==> src/rtl/vprc_pkg.sv <==
package vprc_pkg;
    typedef enum logic [1:0] {
        SEL_NONE,
        SEL_RUN,
        SEL_STOP,
        SEL_STAT
    } reg_sel_e;

    localparam int WIN_SEL_BIT = 13;
    localparam logic [12:0] OFF_RUN  = 13'h000;
    localparam logic [12:0] OFF_STOP = 13'h008;
    localparam logic [12:0] OFF_STAT = 13'h010;

    typedef struct packed {
        logic start;
        logic halt;
        logic pending;
        logic running;
    } slice_state_t;

    typedef struct packed {
        logic        boot;
        logic        rvalid;
        logic [63:0] rdata;
    } top_state_t;
endpackage

==> src/rtl/vprc_decode.sv <==
module vprc_decode
    import vprc_pkg::*;
#(
    parameter int ADDR_W = 14
) (
    input  logic [ADDR_W-1:0] addr,
    output reg_sel_e          sel
);
    localparam int OFF_W = WIN_SEL_BIT;

    logic [OFF_W-1:0] offset;
    logic             upper_zero;

    assign offset = addr[OFF_W-1:0];

    generate
        if (ADDR_W > WIN_SEL_BIT + 1) begin : g_upper
            assign upper_zero = (addr[ADDR_W-1:WIN_SEL_BIT+1] == '0);
        end else begin : g_no_upper
            assign upper_zero = 1'b1;
        end
    endgenerate

    always_comb begin
        sel = SEL_NONE;
        if (upper_zero) begin
            case (offset)
                OFF_RUN:  sel = SEL_RUN;
                OFF_STOP: sel = SEL_STOP;
                OFF_STAT: sel = SEL_STAT;
                default:  sel = SEL_NONE;
            endcase
        end
    end
endmodule

==> src/rtl/vprc_slice.sv <==
module vprc_slice
    import vprc_pkg::*;
(
    input  logic clk,
    input  logic rst_n,
    input  logic boot_i,
    input  logic run_i,
    input  logic stop_i,
    input  logic ack_i,
    output logic start_o,
    output logic halt_o,
    output logic running_o
);
    slice_state_t st_d, st_q;
    logic ack_ok;
    logic live;
    logic launch;

    always_comb begin
        st_d   = st_q;
        ack_ok = ack_i & st_q.pending;
        live   = st_q.running | ack_ok;
        launch = (run_i | boot_i) & ~st_q.running & ~st_q.pending;
        st_d.start   = launch;
        st_d.halt    = stop_i & live;
        st_d.running = live & ~stop_i;
        st_d.pending = (st_q.pending & ~ack_ok) | launch;
    end

    always_ff @(posedge clk) begin
        if (!rst_n) begin
            st_q <= '0;
        end else begin
            st_q <= st_d;
        end
    end

    assign start_o   = st_q.start;
    assign halt_o    = st_q.halt;
    assign running_o = st_q.running;

    p_start_single_r2: assert property (@(posedge clk) disable iff (!rst_n)
        st_q.start |=> !st_q.start);
    p_start_idle_core_r10: assert property (@(posedge clk) disable iff (!rst_n)
        st_q.start |-> (st_q.pending && !st_q.running));
    p_run_by_ack_r3: assert property (@(posedge clk) disable iff (!rst_n)
        $rose(st_q.running) |-> $past(ack_i));
    p_halt_clears_r4: assert property (@(posedge clk) disable iff (!rst_n)
        st_q.halt |-> !st_q.running);
    p_stop_wins_r5: assert property (@(posedge clk) disable iff (!rst_n)
        stop_i |=> !st_q.running);
endmodule

==> src/rtl/vp_run_ctrl.sv <==
module vp_run_ctrl
    import vprc_pkg::*;
#(
    parameter int          NUM_VP        = 1,
    parameter logic [63:0] START_RUNNING = 64'h1,
    parameter int          ADDR_W        = 14
) (
    input  logic              clk,
    input  logic              rst_n,
    input  logic              wr_en,
    input  logic              rd_en,
    input  logic [ADDR_W-1:0] addr,
    input  logic [63:0]       wr_data,
    input  logic [7:0]        wr_be,
    output logic              rd_valid,
    output logic [63:0]       rd_data,
    output logic [NUM_VP-1:0] core_start,
    output logic [NUM_VP-1:0] core_halt,
    input  logic [NUM_VP-1:0] start_ack
);
    localparam int          BYTES   = 8;
    localparam logic [63:0] VP_MASK = {64{1'b1}} >> (64 - NUM_VP);

    generate
        if (NUM_VP < 1 || NUM_VP > 64) begin : g_bad_count
            $error("vp_run_ctrl: NUM_VP must lie in 1..64");
        end
        if ((START_RUNNING & ~VP_MASK) != 64'h0) begin : g_bad_start
            $error("vp_run_ctrl: START_RUNNING selects cores beyond NUM_VP");
        end
    endgenerate

    reg_sel_e          sel;
    logic [63:0]       data_m;
    logic [NUM_VP-1:0] run_vec;
    logic [NUM_VP-1:0] stop_vec;
    logic [NUM_VP-1:0] running;
    top_state_t        tp_d, tp_q;

    vprc_decode #(.ADDR_W(ADDR_W)) u_decode (
        .addr (addr),
        .sel  (sel)
    );

    for (genvar b = 0; b < BYTES; b++) begin : g_be
        assign data_m[8*b +: 8] = wr_be[b] ? wr_data[8*b +: 8] : 8'h00;
    end

    always_comb begin
        run_vec  = '0;
        stop_vec = '0;
        if (wr_en && sel == SEL_RUN)  run_vec  = data_m[NUM_VP-1:0];
        if (wr_en && sel == SEL_STOP) stop_vec = data_m[NUM_VP-1:0];
    end

    for (genvar c = 0; c < NUM_VP; c++) begin : g_core
        vprc_slice u_slice (
            .clk       (clk),
            .rst_n     (rst_n),
            .boot_i    (tp_q.boot & START_RUNNING[c]),
            .run_i     (run_vec[c]),
            .stop_i    (stop_vec[c]),
            .ack_i     (start_ack[c]),
            .start_o   (core_start[c]),
            .halt_o    (core_halt[c]),
            .running_o (running[c])
        );
    end

    always_comb begin
        tp_d        = tp_q;
        tp_d.boot   = 1'b0;
        tp_d.rvalid = rd_en;
        if (rd_en) begin
            tp_d.rdata = (sel == SEL_STAT) ? 64'(running) : 64'h0;
        end
    end

    always_ff @(posedge clk) begin
        if (!rst_n) begin
            tp_q.boot   <= 1'b1;
            tp_q.rvalid <= 1'b0;
            tp_q.rdata  <= '0;
        end else begin
            tp_q <= tp_d;
        end
    end

    assign rd_valid = tp_q.rvalid;
    assign rd_data  = tp_q.rdata;

    p_read_resp_r8: assert property (@(posedge clk) disable iff (!rst_n)
        rd_en |=> rd_valid);
    p_read_other_zero_r8: assert property (@(posedge clk) disable iff (!rst_n)
        (rd_en && sel != SEL_STAT) |=> (rd_data == 64'h0));
    p_boot_once_r7: assert property (@(posedge clk) disable iff (!rst_n)
        !tp_q.boot |=> !tp_q.boot);
endmodule

==> config.mk <==
export PLATFORM = sky130hd
export DESIGN_NAME = vp_run_ctrl
export DESIGN_NICKNAME = d
export VERILOG_FILES = /design/src/rtl/vprc_pkg.sv /design/src/rtl/vprc_decode.sv /design/src/rtl/vprc_slice.sv /design/src/rtl/vp_run_ctrl.sv
export SDC_FILE = /design/constraint.sdc
export NUM_CORES = 1
export LEC_CHECK = 0
export ABC_AREA = 1
export CAP_MARGIN = 5
export CORE_MARGIN = 8
export CORE_UTILIZATION = 20
export CTS_CLUSTER_DIAMETER = 120
export DETAILED_ROUTE_END_ITERATION = 7
export GPL_ROUTABILITY_DRIVEN = 0
export PLACE_DENSITY = 0.77
export SKIP_CTS_REPAIR_TIMING = 1
export SLEW_MARGIN = 40
export SYNTH_ARGS = -nofsm -noshare
export SYNTH_HDL_FRONTEND = slang
export SYNTH_SLANG_ARGS = --single-unit
==> constraint.sdc <==
create_clock -name clk -period 1 [get_ports clk]
set_input_delay 0.15 -clock clk [delete_from_list [all_inputs] [get_ports clk]]
set_output_delay 0.15 -clock clk [all_outputs]
set_load 0.01 [all_outputs]
==> results.json <==
{
  "cts_tree": "done",
  "switchingPower_mw": 0.308,
  "postRouteAntennaNets": 0,
  "worstPathArrival_ns": 1.02,
  "clock-sinks": 7,
  "dr.pass1.iters": 2,
  "layout_setup_ws_ns": 0.104,
  "worstHoldPathType": "primary input to register",
  "cts_buffer_depth": 2,
  "drv_slew": 0,
  "insertion_delay_ns": 0.23,
  "antenna_found_initial": 0,
  "cp_max_fo": 2,
  "critPathKind": "primary input to register",
  "dp.cells": 196,
  "end_kind": "register",
  "rsz0062_at_grt": "false",
  "synth-seq-cells": 7,
  "start_util": 0.208,
  "core_area_sq_um": 4030,
  "crit_top_cell": "nand3_1",
  "rows": 23,
  "grt_max_degree": 5,
  "routed_wl_um": 1970,
  "postSynthCellCount": 122,
  "clockRootBuffer": "clkbuf_8",
  "stdcell_count": 199,
  "drt_iter0_drc": 15,
  "antenna_cells": 0,
  "hpwl_um": 1740,
  "finalSetupViolations": 0,
  "nFillCells": 454,
  "wl_per_cell_um": 9.87,
  "avgViaCountPerCell": 3.01,
  "seq_power_share": 0.310,
  "die_area_sq_um": 6510,
  "maxCapViolations": 0,
  "p_sw_frac": 0.319,
  "worstPathRequired_ns": 1.13,
  "grt_pass1_vias": 576,
  "powerDensity_nw_per_um2": 958,
  "drc": 0,
  "synth.distinct_cells": 15,
  "outcome": "complete, no violations",
  "start_kind": "primary input",
  "ir_drop_uv": 291,
  "finalHoldViolCount": 0,
  "io_buffers": 23,
  "syn_avg_cell_area_sq_um": 6.86,
  "timing.hold.ws_ns": 0.256,
  "power.total_mw": 0.964,
  "clk_pin_slew_ns": 0.04,
  "numCtsBuffers": 3,
  "grt_pass1_wl_um": 2560,
  "grtUsageTotal": 0.0499,
  "cpPeakStageDelay_ns": 0.48,
  "drive_gt1_frac": 0.0940,
  "cpMaxStageDelayCell": "clkdlybuf4s50_1",
  "synthesis.area_sq_um": 837,
  "utilization": 0.250,
  "preCtsSetupSlack_ns": -0.281,
  "path_cells": "clkdlybuf4s50_1 -> nand3_1 -> nor2_1 -> nand3_1 -> nand2_1 -> inv_1",
  "die_w_um": 80.7,
  "max_clock_freq_mhz": 1120,
  "io_pins": 158,
  "grt_overflow": 0,
  "synth_warnings": 0,
  "cts_max_level": 1,
  "yosysSeqAreaShare": 0.167,
  "post-route-period-util": 0.896,
  "die_y_um": 80.7,
  "vias": 599,
  "fin_worst_skew_ns": 0.00197,
  "p_leak_nw": 0.703,
  "min_period_ns": 0.896,
  "nNetsFinal": 241,
  "clkPwrFrac": 0.418,
  "syn_to_final_growth_pct": 20.3,
  "intPower_mw": 0.656,
  "pwr-share-comb": 0.272
}
==> final timing paths <==
kind                                     startpoint                                     end  slack (ns)  cells after the start
min                                           rst_n                     rd_valid$_SDFF_PN0_        0.26                      3
max                                        wr_be[0]  g_core[0].u_slice.running_o$_SDFF_PN0_        0.10                      6
min reg2reg                 rd_data[0]$_SDFFE_PN0P_                 rd_data[0]$_SDFFE_PN0P_        0.46                      2
max reg2reg  g_core[0].u_slice.running_o$_SDFF_PN0_     g_core[0].u_slice.halt_o$_SDFF_PN0_        0.16                      4
==> cell usage in the layout, fill, tap and decap left out, types with 2 or more instances in the layout <==
| cell | n |
|---|---|
| inv_1 | 12 |
| dfxtp_1 | 7 |
| nor2_2 | 3 |
| nand4_1 | 3 |
| conb_1 | 63 |
| nand2_1 | 11 |
| clkdlybuf4s50_1 | 6 |
| nand2_2 | 2 |
| nor2_1 | 9 |
| clkbuf_8 | 3 |
| inv_2 | 2 |
| nor2_4 | 2 |
| nand3_1 | 3 |
| dlymetal6s2s_1 | 17 |
==> Yosys cell counts <==
cell	number	area, sq um
nor3_1	1	5.00
a21oi_1	1	5.00
nand3b_1	1	7.51
nand4_1	3	18.8
conb_1	1	3.75
nor2_2	1	6.26
nor2_4	1	11.3
nand3_1	3	15.0
inv_1	13	48.8
inv_2	1	3.75
nand2_1	13	48.8
nor2_1	12	45.0
dfxtp_1	7	140
o21ai_1	1	5.00
buf_4	63	473
==> metal layers <==
layer / track usage / up-vias / routed length (um)
li1: - / 291 / -
met1: 0.0480 / 253 / 606
met2: 0.0890 / 51 / 998
met3: 0.0134 / 4 / 317
met4: 0.0375 / 0 / 42
met5: 0 / - / 0
==> cell type report <==
cell class	count	area [sq um]	area share
well taps	50	62.6	0.0621
inverters	14	52.6	0.0522
repair buffers	24	280	0.278
flip-flops and latches	7	140	0.139
multi-input cells	100	427	0.424
clock buffers	4	45.0	0.0447
==> registers in the layout, indices dropped and copies added (netlist names) <==
| signal | cells |
|---|---|
| g_core.u_slice.st_q | 1 |
| g_core.u_slice.halt_o | 1 |
| rd_data | 1 |
| g_core.u_slice.start_o | 1 |
| g_core.u_slice.running_o | 1 |
| tp_q | 1 |
| rd_valid | 1 |
==> power groups by stage <==
stage                     registers (mW)  logic, mW  clock network (mW)
after floorplan                    0.305      0.327                   0
after global placement             0.303      0.248                   0
after detailed placement           0.303      0.252                   0
after CTS                          0.299      0.252               0.416
after global routing               0.300      0.292               0.431
final                              0.299      0.263               0.403
==> through the flow <==
| stage | TNS (ns) | area [sq um] |
|---|---|---|
| 4_1_cts | -1.05 | 950 |
| 3_3_place_gp | -1.23 | 905 |
| 2_1_floorplan | 0 | 1070 |
| 3_5_place_dp | -1.28 | 905 |
| 5_1_grt | 0 | 1010 |
| 6_report | 0 | 1010 |
==> worst max-delay path: cells and delay by family <==
family,cells,cell delay (ns)
buf+inv,2,0.51
simple gates,4,0.36
==> logic make-up after synthesis <==
kind of cell    count (synthesis)  synth area share
buf+inv                        77             0.628
simple gates                   35             0.188
flops                           7             0.167
compound gates                  2            0.0119
other cells                     1           0.00448
No activity file was read; power rests on OpenSTA's default activity.
